## src/rtl/stat_bank_pkg.sv

```systemverilog
package stat_bank_pkg;
  localparam int NUM_GRP   = 2;
  localparam int GRP_REGS  = 3;
  localparam int LINK_ADDR = 0;
  localparam int GRP_BASE  = 1;
  localparam int LAST_ADDR = GRP_BASE + NUM_GRP * GRP_REGS - 1;

  typedef enum logic [1:0] {
    SEQ_IDLE = 2'd0,
    SEQ_GOT1 = 2'd1,
    SEQ_GOT2 = 2'd2
  } seq_e;
endpackage

```

## src/rtl/stat_sat_add.sv

```systemverilog
module stat_sat_add #(
  parameter int W = 16
) (
  input  logic [W-1:0] a_i,
  input  logic [W-1:0] b_i,
  input  logic         cin_i,
  output logic [W-1:0] sum_o
);
  logic [W:0] full;

  always_comb begin
    full  = {1'b0, a_i} + {1'b0, b_i} + {{W{1'b0}}, cin_i};
    sum_o = full[W] ? {W{1'b1}} : full[W-1:0];
  end
endmodule

```

## src/rtl/stat_cell.sv

```systemverilog
// One counter with live value and freeze-time shadow accumulator.
module stat_cell #(
  parameter int W = 16
) (
  input  logic         clk_i,
  input  logic         rst_ni,
  input  logic         ev_i,
  input  logic         hold_i,
  input  logic         clr_i,
  input  logic         abort_i,
  output logic [W-1:0] live_o
);
  logic [W-1:0] live_q, shadow_q;
  logic [W-1:0] add_a, add_b, sum;

  always_comb begin
    add_a = (clr_i || hold_i) ? shadow_q : live_q;
    add_b = abort_i ? shadow_q : '0;
  end

  stat_sat_add #(.W(W)) u_add (
    .a_i  (add_a),
    .b_i  (add_b),
    .cin_i(ev_i),
    .sum_o(sum)
  );

  always_ff @(posedge clk_i or negedge rst_ni) begin
    if (!rst_ni) begin
      live_q   <= '0;
      shadow_q <= '0;
    end else if (clr_i || abort_i) begin
      live_q   <= sum;
      shadow_q <= '0;
    end else if (hold_i) begin
      shadow_q <= sum;
    end else begin
      live_q <= sum;
    end
  end

  assign live_o = live_q;
endmodule

```

## src/rtl/stat_group.sv

```systemverilog
module stat_group
  import stat_bank_pkg::*;
#(
  parameter int PKT_W = 32,
  parameter int ERR_W = 16
) (
  input  logic             clk_i,
  input  logic             rst_ni,
  input  logic             pkt_ev_i,
  input  logic             err_ev_i,
  input  logic [2:0]       rd_hit_i,
  input  logic             rd_any_i,
  output logic [PKT_W-1:0] pkt_o,
  output logic [ERR_W-1:0] err_o,
  output logic             frozen_o
);
  seq_e st_q, st_d;
  logic start, clr, abort, hold;

  always_comb begin
    start = (st_q == SEQ_IDLE) && rd_hit_i[0];
    clr   = (st_q == SEQ_GOT2) && rd_hit_i[2];
    abort = rd_any_i && (((st_q == SEQ_GOT1) && !rd_hit_i[1]) ||
                         ((st_q == SEQ_GOT2) && !rd_hit_i[2]));
    hold  = start || ((st_q != SEQ_IDLE) && !clr && !abort);
  end

  always_comb begin
    st_d = st_q;
    unique case (st_q)
      SEQ_IDLE: if (rd_hit_i[0]) st_d = SEQ_GOT1;
      SEQ_GOT1: if (rd_any_i) st_d = rd_hit_i[1] ? SEQ_GOT2 : SEQ_IDLE;
      SEQ_GOT2: if (rd_any_i) st_d = SEQ_IDLE;
      default:  st_d = SEQ_IDLE;
    endcase
  end

  always_ff @(posedge clk_i or negedge rst_ni) begin
    if (!rst_ni) st_q <= SEQ_IDLE;
    else         st_q <= st_d;
  end

  stat_cell #(.W(PKT_W)) u_pkt (
    .clk_i  (clk_i),
    .rst_ni (rst_ni),
    .ev_i   (pkt_ev_i),
    .hold_i (hold),
    .clr_i  (clr),
    .abort_i(abort),
    .live_o (pkt_o)
  );

  stat_cell #(.W(ERR_W)) u_err (
    .clk_i  (clk_i),
    .rst_ni (rst_ni),
    .ev_i   (err_ev_i),
    .hold_i (hold),
    .clr_i  (clr),
    .abort_i(abort),
    .live_o (err_o)
  );

  assign frozen_o = (st_q != SEQ_IDLE);
endmodule

```

## src/rtl/stat_bank.sv

```systemverilog
module stat_bank
  import stat_bank_pkg::*;
#(
  parameter int PKT_W  = 32,
  parameter int ERR_W  = 16,
  parameter int LOSS_W = 6,
  parameter int ADDR_W = 4,
  parameter int DATA_W = 16
) (
  input  logic              clk_i,
  input  logic              rst_ni,
  input  logic              tx_pkt_i,
  input  logic              tx_err_i,
  input  logic              rx_pkt_i,
  input  logic              rx_err_i,
  input  logic              link_loss_i,
  input  logic              rd_en_i,
  input  logic [ADDR_W-1:0] addr_i,
  output logic [DATA_W-1:0] rdata_o
);
  logic [NUM_GRP-1:0] pkt_ev, err_ev, frozen_w;
  logic [PKT_W-1:0]   pkt_w [NUM_GRP];
  logic [ERR_W-1:0]   err_w [NUM_GRP];
  logic [LOSS_W-1:0]  loss_q, loss_sum;
  logic [DATA_W-1:0]  rd_mux, rdata_q;
  logic               loss_rd;

  assign pkt_ev = {rx_pkt_i, tx_pkt_i};
  assign err_ev = {rx_err_i, tx_err_i};

  for (genvar g = 0; g < NUM_GRP; g++) begin : g_grp
    localparam int BASE = GRP_BASE + g * GRP_REGS;
    logic [2:0] hit;
    for (genvar k = 0; k < GRP_REGS; k++) begin : g_hit
      assign hit[k] = rd_en_i && (addr_i == ADDR_W'(BASE + k));
    end
    stat_group #(.PKT_W(PKT_W), .ERR_W(ERR_W)) u_grp (
      .clk_i   (clk_i),
      .rst_ni  (rst_ni),
      .pkt_ev_i(pkt_ev[g]),
      .err_ev_i(err_ev[g]),
      .rd_hit_i(hit),
      .rd_any_i(rd_en_i),
      .pkt_o   (pkt_w[g]),
      .err_o   (err_w[g]),
      .frozen_o(frozen_w[g])
    );
  end

  // link-loss counter, clear on read
  assign loss_rd = rd_en_i && (addr_i == ADDR_W'(LINK_ADDR));

  stat_sat_add #(.W(LOSS_W)) u_loss_add (
    .a_i  (loss_q),
    .b_i  ('0),
    .cin_i(link_loss_i),
    .sum_o(loss_sum)
  );

  always_ff @(posedge clk_i or negedge rst_ni) begin
    if (!rst_ni)      loss_q <= '0;
    else if (loss_rd) loss_q <= LOSS_W'(link_loss_i);
    else              loss_q <= loss_sum;
  end

  always_comb begin
    rd_mux = '0;
    if (addr_i == ADDR_W'(LINK_ADDR)) rd_mux[DATA_W-1 -: LOSS_W] = loss_q;
    for (int g = 0; g < NUM_GRP; g++) begin
      if (addr_i == ADDR_W'(GRP_BASE + g * GRP_REGS))
        rd_mux = pkt_w[g][DATA_W-1:0];
      if (addr_i == ADDR_W'(GRP_BASE + g * GRP_REGS + 1))
        rd_mux = pkt_w[g][2*DATA_W-1:DATA_W];
      if (addr_i == ADDR_W'(GRP_BASE + g * GRP_REGS + 2))
        rd_mux = DATA_W'(err_w[g]);
    end
  end

  always_ff @(posedge clk_i or negedge rst_ni) begin
    if (!rst_ni)      rdata_q <= '0;
    else if (rd_en_i) rdata_q <= rd_mux;
  end

  assign rdata_o = rdata_q;
endmodule

```

## config.mk

```make
export PLATFORM = sky130hd
export DESIGN_NAME = stat_bank
export DESIGN_NICKNAME = d
export VERILOG_FILES = /design/src/rtl/stat_bank_pkg.sv /design/src/rtl/stat_sat_add.sv /design/src/rtl/stat_cell.sv /design/src/rtl/stat_group.sv /design/src/rtl/stat_bank.sv
export SDC_FILE = /design/constraint.sdc
export NUM_CORES = 1
export LEC_CHECK = 0
export ABC_AREA = 1
export ABC_CLOCK_PERIOD_IN_PS = 4800
export BUFFER_PORTS_ARGS = -buffer_cell sky130_fd_sc_hd__buf_4
export CORE_UTILIZATION = 46
export CTS_CLUSTER_SIZE = 12
export DETAILED_ROUTE_END_ITERATION = 6
export PLACE_DENSITY = 0.61
export SYNTH_ARGS = -nofsm -noshare
export SYNTH_HDL_FRONTEND = slang
export SYNTH_HIERARCHICAL = 1
export SYNTH_SLANG_ARGS = --single-unit
```

## constraint.sdc

```tcl
create_clock -name clk_i -period 4.8 [get_ports clk_i]
set_input_delay 0.48 -clock clk_i [delete_from_list [all_inputs] [get_ports clk_i]]
set_output_delay 0.48 -clock clk_i [all_outputs]
set_load 0.01 [all_outputs]
```

# After elaboration in Yosys (flattened, before gate mapping)
# Index checks and enable logic that the tools add are counted.
# op_classes
addsub,9
n_eq_ne,18
muxes,46
reduce_logical,46
# ops
cell,count
2-to-1 mux 32 bit,14
2-to-1 mux 16 bit,20
adder 32 x 32 -> 33 bit,2
adder 33 x 1 -> 33 bit,2
adder 16 x 16 -> 17 bit,2
adder 17 x 1 -> 17 bit,2
logical AND 1 bit,21
2-to-1 mux 6 bit,3
2-to-1 mux 2 bit,7
== test 4 x 3 -> 1 bit (second input constant),3
inequality test 2 bit (second input constant),6
case mux 2 bit (3 select lines),2
== test 4 x 2 -> 1 bit (second input constant),2
zero test 1 bit,8
logical OR 1 bit,8
nonzero test 2 bit,4
adder 6 x 1 -> 7 bit,1
AND reduction 3 bit,2
== test 2 x 1 -> 1 bit (second input constant),2
== test 2 bit (second input constant),2
== test 4 x 1 -> 1 bit (second input constant),1
zero test 2 bit,2
zero test 4 bit,1
inequality test 2 x 1 -> 1 bit (second input constant),2
# word_totals
regBits,218
inputBits,12
output_inout_bits,16
wordCells,131

# Logic depth before layout (Yosys ltp)
# logic_depth
ltp_word,16
ltp_mapped,31
ltp_nobuf,28

# By module
# The synthesis kept the hierarchy.
# modules_own_cells
mod,n_inst,cells_per_inst,area_per_inst_um2,seq_area_each_um2
stat_cell (g_grp[0].u_grp.u_pkt ...),2,457,3706.1,1601.5
stat_sat_add (g_grp[0].u_grp.u_pkt.u_add ...),2,574,2822.7,0.0
stat_cell (g_grp[0].u_grp.u_err ...),2,229,1656.6,800.8
stat_bank,1,257,1734.2,550.5
stat_sat_add (g_grp[1].u_grp.u_err.u_add),1,215,1151.1,0.0
stat_sat_add (g_grp[0].u_grp.u_err.u_add),1,219,1117.3,0.0
stat_sat_add (u_loss_add),1,50,336.6,0.0
stat_group,2,21,141.4,50.0

# Worst setup path before layout
# No wires, ideal clock.
# synth_path
path_kind,input -> register
start,input port addr_i[0]
end,register g_grp[1].u_grp.u_err.shadow_q[11]
setup_time_ns,0.117
arrival_time_ns,4.263
required_ns,4.683
path_slack_ns,0.420
stages,23
n_path_buf,5
cell_sequence,buf_4 -> nor2_4 -> nand2_4 -> nor2_8 -> buf_6 -> inv_1 -> nor3_1 -> buf_2 -> nor2_2 -> buf_2 -> nand2_1 -> nand2_1 -> fa_1 -> fa_1 -> nand2_2 -> a21oi_2 -> nand2_2 -> nand2_4 -> a21oi_4 -> buf_12 -> nand3_2 -> nand3_1 -> nand2_1
# synth_between
elab_cells_between_ends,29
cone_classes,add/sub: 2; eq/ne: 3; mux: 5; reduce/logical: 19
# synth_lines
element,line,text
from (decl),stat_bank.sv:18,"input logic [ADDR_W-1:0] addr_i,"
== test 4 x 3 -> 1 bit (*),stat_bank.sv:35,assign hit[k] = rd_en_i && (addr_i == ADDR_W'(BASE + k));
logical AND 1 bit (*),stat_bank.sv:35,
net g_grp[1].hit[2],stat_bank.sv:33,logic [2:0] hit;
logical AND 1 bit (*),stat_group.sv:22,clr = (st_q == SEQ_GOT2) && rd_hit_i[2];
net g_grp[1].u_grp.clr,stat_group.sv:18,"logic start, clr, abort, hold;"
zero test 1 bit,stat_group.sv:25,hold = start || ((st_q != SEQ_IDLE) && !clr && !abort);
logical AND 1 bit (2 in a row),stat_group.sv:25,
logical OR 1 bit,stat_group.sv:25,
logical OR 1 bit (*),stat_cell.sv:17,add_a = (clr_i || hold_i) ? shadow_q : live_q;
2-to-1 mux 16 bit (*),stat_cell.sv:17,
net g_grp[1].u_grp.u_err.add_a[0],stat_cell.sv:14,"logic [W-1:0] add_a, add_b, sum;"
adder 16 x 16 -> 17 bit (*),stat_sat_add.sv:12,"full = {1'b0, a_i} + {1'b0, b_i} + {{W{1'b0}}, cin_i};"
adder 17 x 1 -> 17 bit (*),stat_sat_add.sv:12,
2-to-1 mux 16 bit (*),stat_sat_add.sv:13,sum_o = full[W] ? {W{1'b1}} : full[W-1:0];
net g_grp[1].u_grp.u_err.sum[11],stat_cell.sv:14,
2-to-1 mux 16 bit (*),stat_cell.sv:35,end else if (hold_i) begin
2-to-1 mux 16 bit (*),stat_cell.sv:32,end else if (clr_i || abort_i) begin
to (signal assigned),stat_cell.sv:36,shadow_q <= sum;
to (decl),stat_cell.sv:13,"logic [W-1:0] live_q, shadow_q;"
# The timed path passes the listed nets; every way through them passes the cells marked *. The select of a mux whose other input is x is not followed.
# A chain may end at the register's enable or synchronous reset.

# Worst setup path in the final report
# layout_path
start,input port addr_i[1]
end,register g_grp[1].u_grp.u_err.shadow_q[2]
# layout_between
elab_cells_between_ends,29
cone_classes,add/sub: 2; eq/ne: 3; mux: 5; reduce/logical: 19
# layout_lines
element,line
== test 4 x 3 -> 1 bit (*),stat_bank.sv:35
logical AND 1 bit (*),stat_bank.sv:35
logical AND 1 bit (*),stat_group.sv:22
net g_grp[1].u_grp.clr,stat_group.sv:18
zero test 1 bit,stat_group.sv:25
logical AND 1 bit (2 in a row),stat_group.sv:25
logical OR 1 bit,stat_group.sv:25
logical OR 1 bit (*),stat_cell.sv:17
2-to-1 mux 16 bit (*),stat_cell.sv:17
net g_grp[1].u_grp.u_err.add_a[0],stat_cell.sv:14
adder 16 x 16 -> 17 bit (*),stat_sat_add.sv:12
adder 17 x 1 -> 17 bit (*),stat_sat_add.sv:12
2-to-1 mux 16 bit (*),stat_sat_add.sv:13
net g_grp[1].u_grp.u_err.sum[2],stat_cell.sv:14
2-to-1 mux 16 bit (*),stat_cell.sv:35
2-to-1 mux 16 bit (*),stat_cell.sv:32
# Marks and branches as above.

==> flow_metrics.tcl <==
set metrics [dict create \
    status "complete, no violations" \
    finish.utilization 0.500 \
    die_w_um 216 \
    drive_gt1_frac 0.116 \
    swShare 0.339 \
    dr_wl_met2_um 28600 \
    first_pass_iters 5 \
    final_cell_mix "nand2_1 (1298), inv_1 (482), nand3_1 (331), dfrtp_1 (218), nand3_2 (154)" \
    p_int_uw 3730 \
    p_switching_uw 1920 \
    wl_met3_um 3760 \
    min_path_type "input pin to asynchronous set/reset pin" \
    netlist_instances 3301 \
    htreeDepth 1 \
    pwr-share-seq 0.402 \
    wl_met1_um 31800 \
    fin_tns_setup_ps 0 \
    syn_to_final_growth_pct 6.29 \
    clock_latency_ps 590 \
    ant_nets 0 \
    via_count 20500 \
    gp_congestion 0.915 \
    critPathKind "input pin to flop" \
    grt_usage 0.282 \
    slew_violations 0 \
    critPathMaxFanout 48 \
    start_util 0.470 \
    cts_num_sinks 218 \
    coreArea_sq_um 44600 \
    slew_headroom 0.107 \
    die_h_um 216 \
    grt_antenna_before_repair 0 \
    avgRoutedWirePerCell_um 16.9 \
    grt_pass1_wl_um 106000 \
    power_density_nw_per_um2 253 \
    numPortBuffers 27 \
    leakage_uw 0.0136 \
    finalSetupViolCount 0 \
    ys.warnings.count 6 \
    ir_drop_uv 293 \
    worst_ep_arrival_time_ps 4560 \
    grt_pass1_vias 19100 \
    cts_buffer_depth 3 \
    grt_max_degree 114 \
    via_per_inst 5.29 \
    fmax_ghz 0.245 \
    syn_area_sq_um 21000 \
    tritoncts "done" \
    n_fill_cell 4647 \
    cts_made_buffers 28 \
    drc 0 \
    cts_resized 0 \
    cts_root_buf "clkbuf_16" \
    required_ps 5280 \
    hpwl_um 48700 \
    timing.clock.skew_ps 27.8 \
    final_nets 3382 \
    io_pins 28 \
    dieArea_sq_um 46500 \
    post-cts-setup-buffer-count 0 \
    cap_viol_max_count 0 \
    grt.overflow.total 0 \
    routed_wl_um 65500 \
    fin_crit_ps 4090 \
    endpoint_kind "flop" \
    diodes 0 \
    startpoint_type "input pin" \
    final-hold-violation-count 0 \
    highest_layer "met4" \
    timing.final.crit_share 0.852 \
    rsz0062_at_grt "no" \
    hold_buffers 0 \
    worstMarginPinSlew_ps 1340 \
    layout_commonest_cell "nand2_1" \
    clkPwrFrac 0.384 \
    r2r_setup_slack_ps 820 \
    rows 77 \
    combPwrFrac 0.215 \
    synth.avg_cell_area_sq_um 6.36 \
    clk_pin_slew_worst_paths_ps 60 \
    drt_iter0_drc 1765 \
]
==> stage by stage <==
| stage | hold slack (ps) | std cells | power (uW) | setup slack [ps] | area [sq um] |
|---|---|---|---|---|---|
| after global routing | 80.5 | 3877 | 5950 | 393 | 22300 |
| after detailed placement | 504 | 3825 | 3500 | 206 | 21400 |
| after floorplan | 184 | 3307 | 3120 | 420 | 21000 |
| after global placement | 501 | 3825 | 3470 | 219 | 21400 |
| after CTS | 48.1 | 3877 | 5680 | 802 | 22300 |
| final | 24.2 | 3877 | 5650 | 712 | 22300 |
==> sequential cells by signal, summed over array words and instances (netlist names) <==
name and cells:
g_grp.u_grp/u_err/shadow_q 32, g_grp.u_grp/u_err/live_o 32, rdata_o 16, g_grp.u_grp/u_pkt/shadow_q 64, g_grp.u_grp/st_q 4, g_grp.u_grp/u_pkt/live_o 64
loss_q 6
==> critical path: stages <==
cell and delay [ps]:
buf_4 140, inv_2 230, nor2_4 130, nand2_4 120, nor2_8 40, inv_1 110
nor3_2 80, buf_4 330, o21ai_1 310, nand2_1 120, fa_1 550, fa_1 440
nand2_2 120, a21oi_2 90, nand2_2 80, nand2_4 70, a21oi_4 560, o21ai_0 320
nand3_1 160, nand2_1 60
==> final cells by class <==
cell class / count / area, sq um / area share
tap: 592 / 741 / 0.0332
clock buffer: 39 / 752 / 0.0337
clock inverter: 13 / 183 / 0.00819
timing repair buffer: 57 / 536 / 0.0240
inverter: 517 / 1940 / 0.0870
sequential: 218 / 5460 / 0.245
multi-input combinational: 2441 / 12700 / 0.569
==> final timing paths <==
kind	start	to	cells past startpoint
setup / recovery	addr_i[1]	g_grp[1].u_grp/u_err/shadow_q[2]$_DFFE_PN0P_	20
hold / removal	rst_ni	loss_q[1]$_DFF_PN0_	1
setup reg to reg	g_grp[1].u_grp/st_q[1]$_DFFE_PN0P_	g_grp[1].u_grp/u_err/shadow_q[2]$_DFFE_PN0P_	15
hold reg to reg	g_grp[1].u_grp/u_err/shadow_q[13]$_DFFE_PN0P_	g_grp[1].u_grp/u_err/shadow_q[13]$_DFFE_PN0P_	2
max in group asynchronous	rst_ni	g_grp[0].u_grp/u_err/shadow_q[3]$_DFFE_PN0P_	2
min in group clk_i	link_loss_i	loss_q[0]$_DFF_PN0_	2
==> metal layers <==
metal,vias to the layer above,global-route usage
li1,10200,-
met1,9670,0.413
met3,73,0.0355
met5,-,0
met4,0,0.0645
met2,576,0.437
==> power by group through the flow <==
stage                     clock network [uW]  logic [uW]  registers, uW
after CTS                               2210        1210           2270
final                                   2170        1210           2270
after detailed placement                   0        1200           2300
after global placement                     0        1180           2290
after floorplan                            0         928           2190
after global routing                    2280        1390           2290
(Power assumes the default switching activity.)
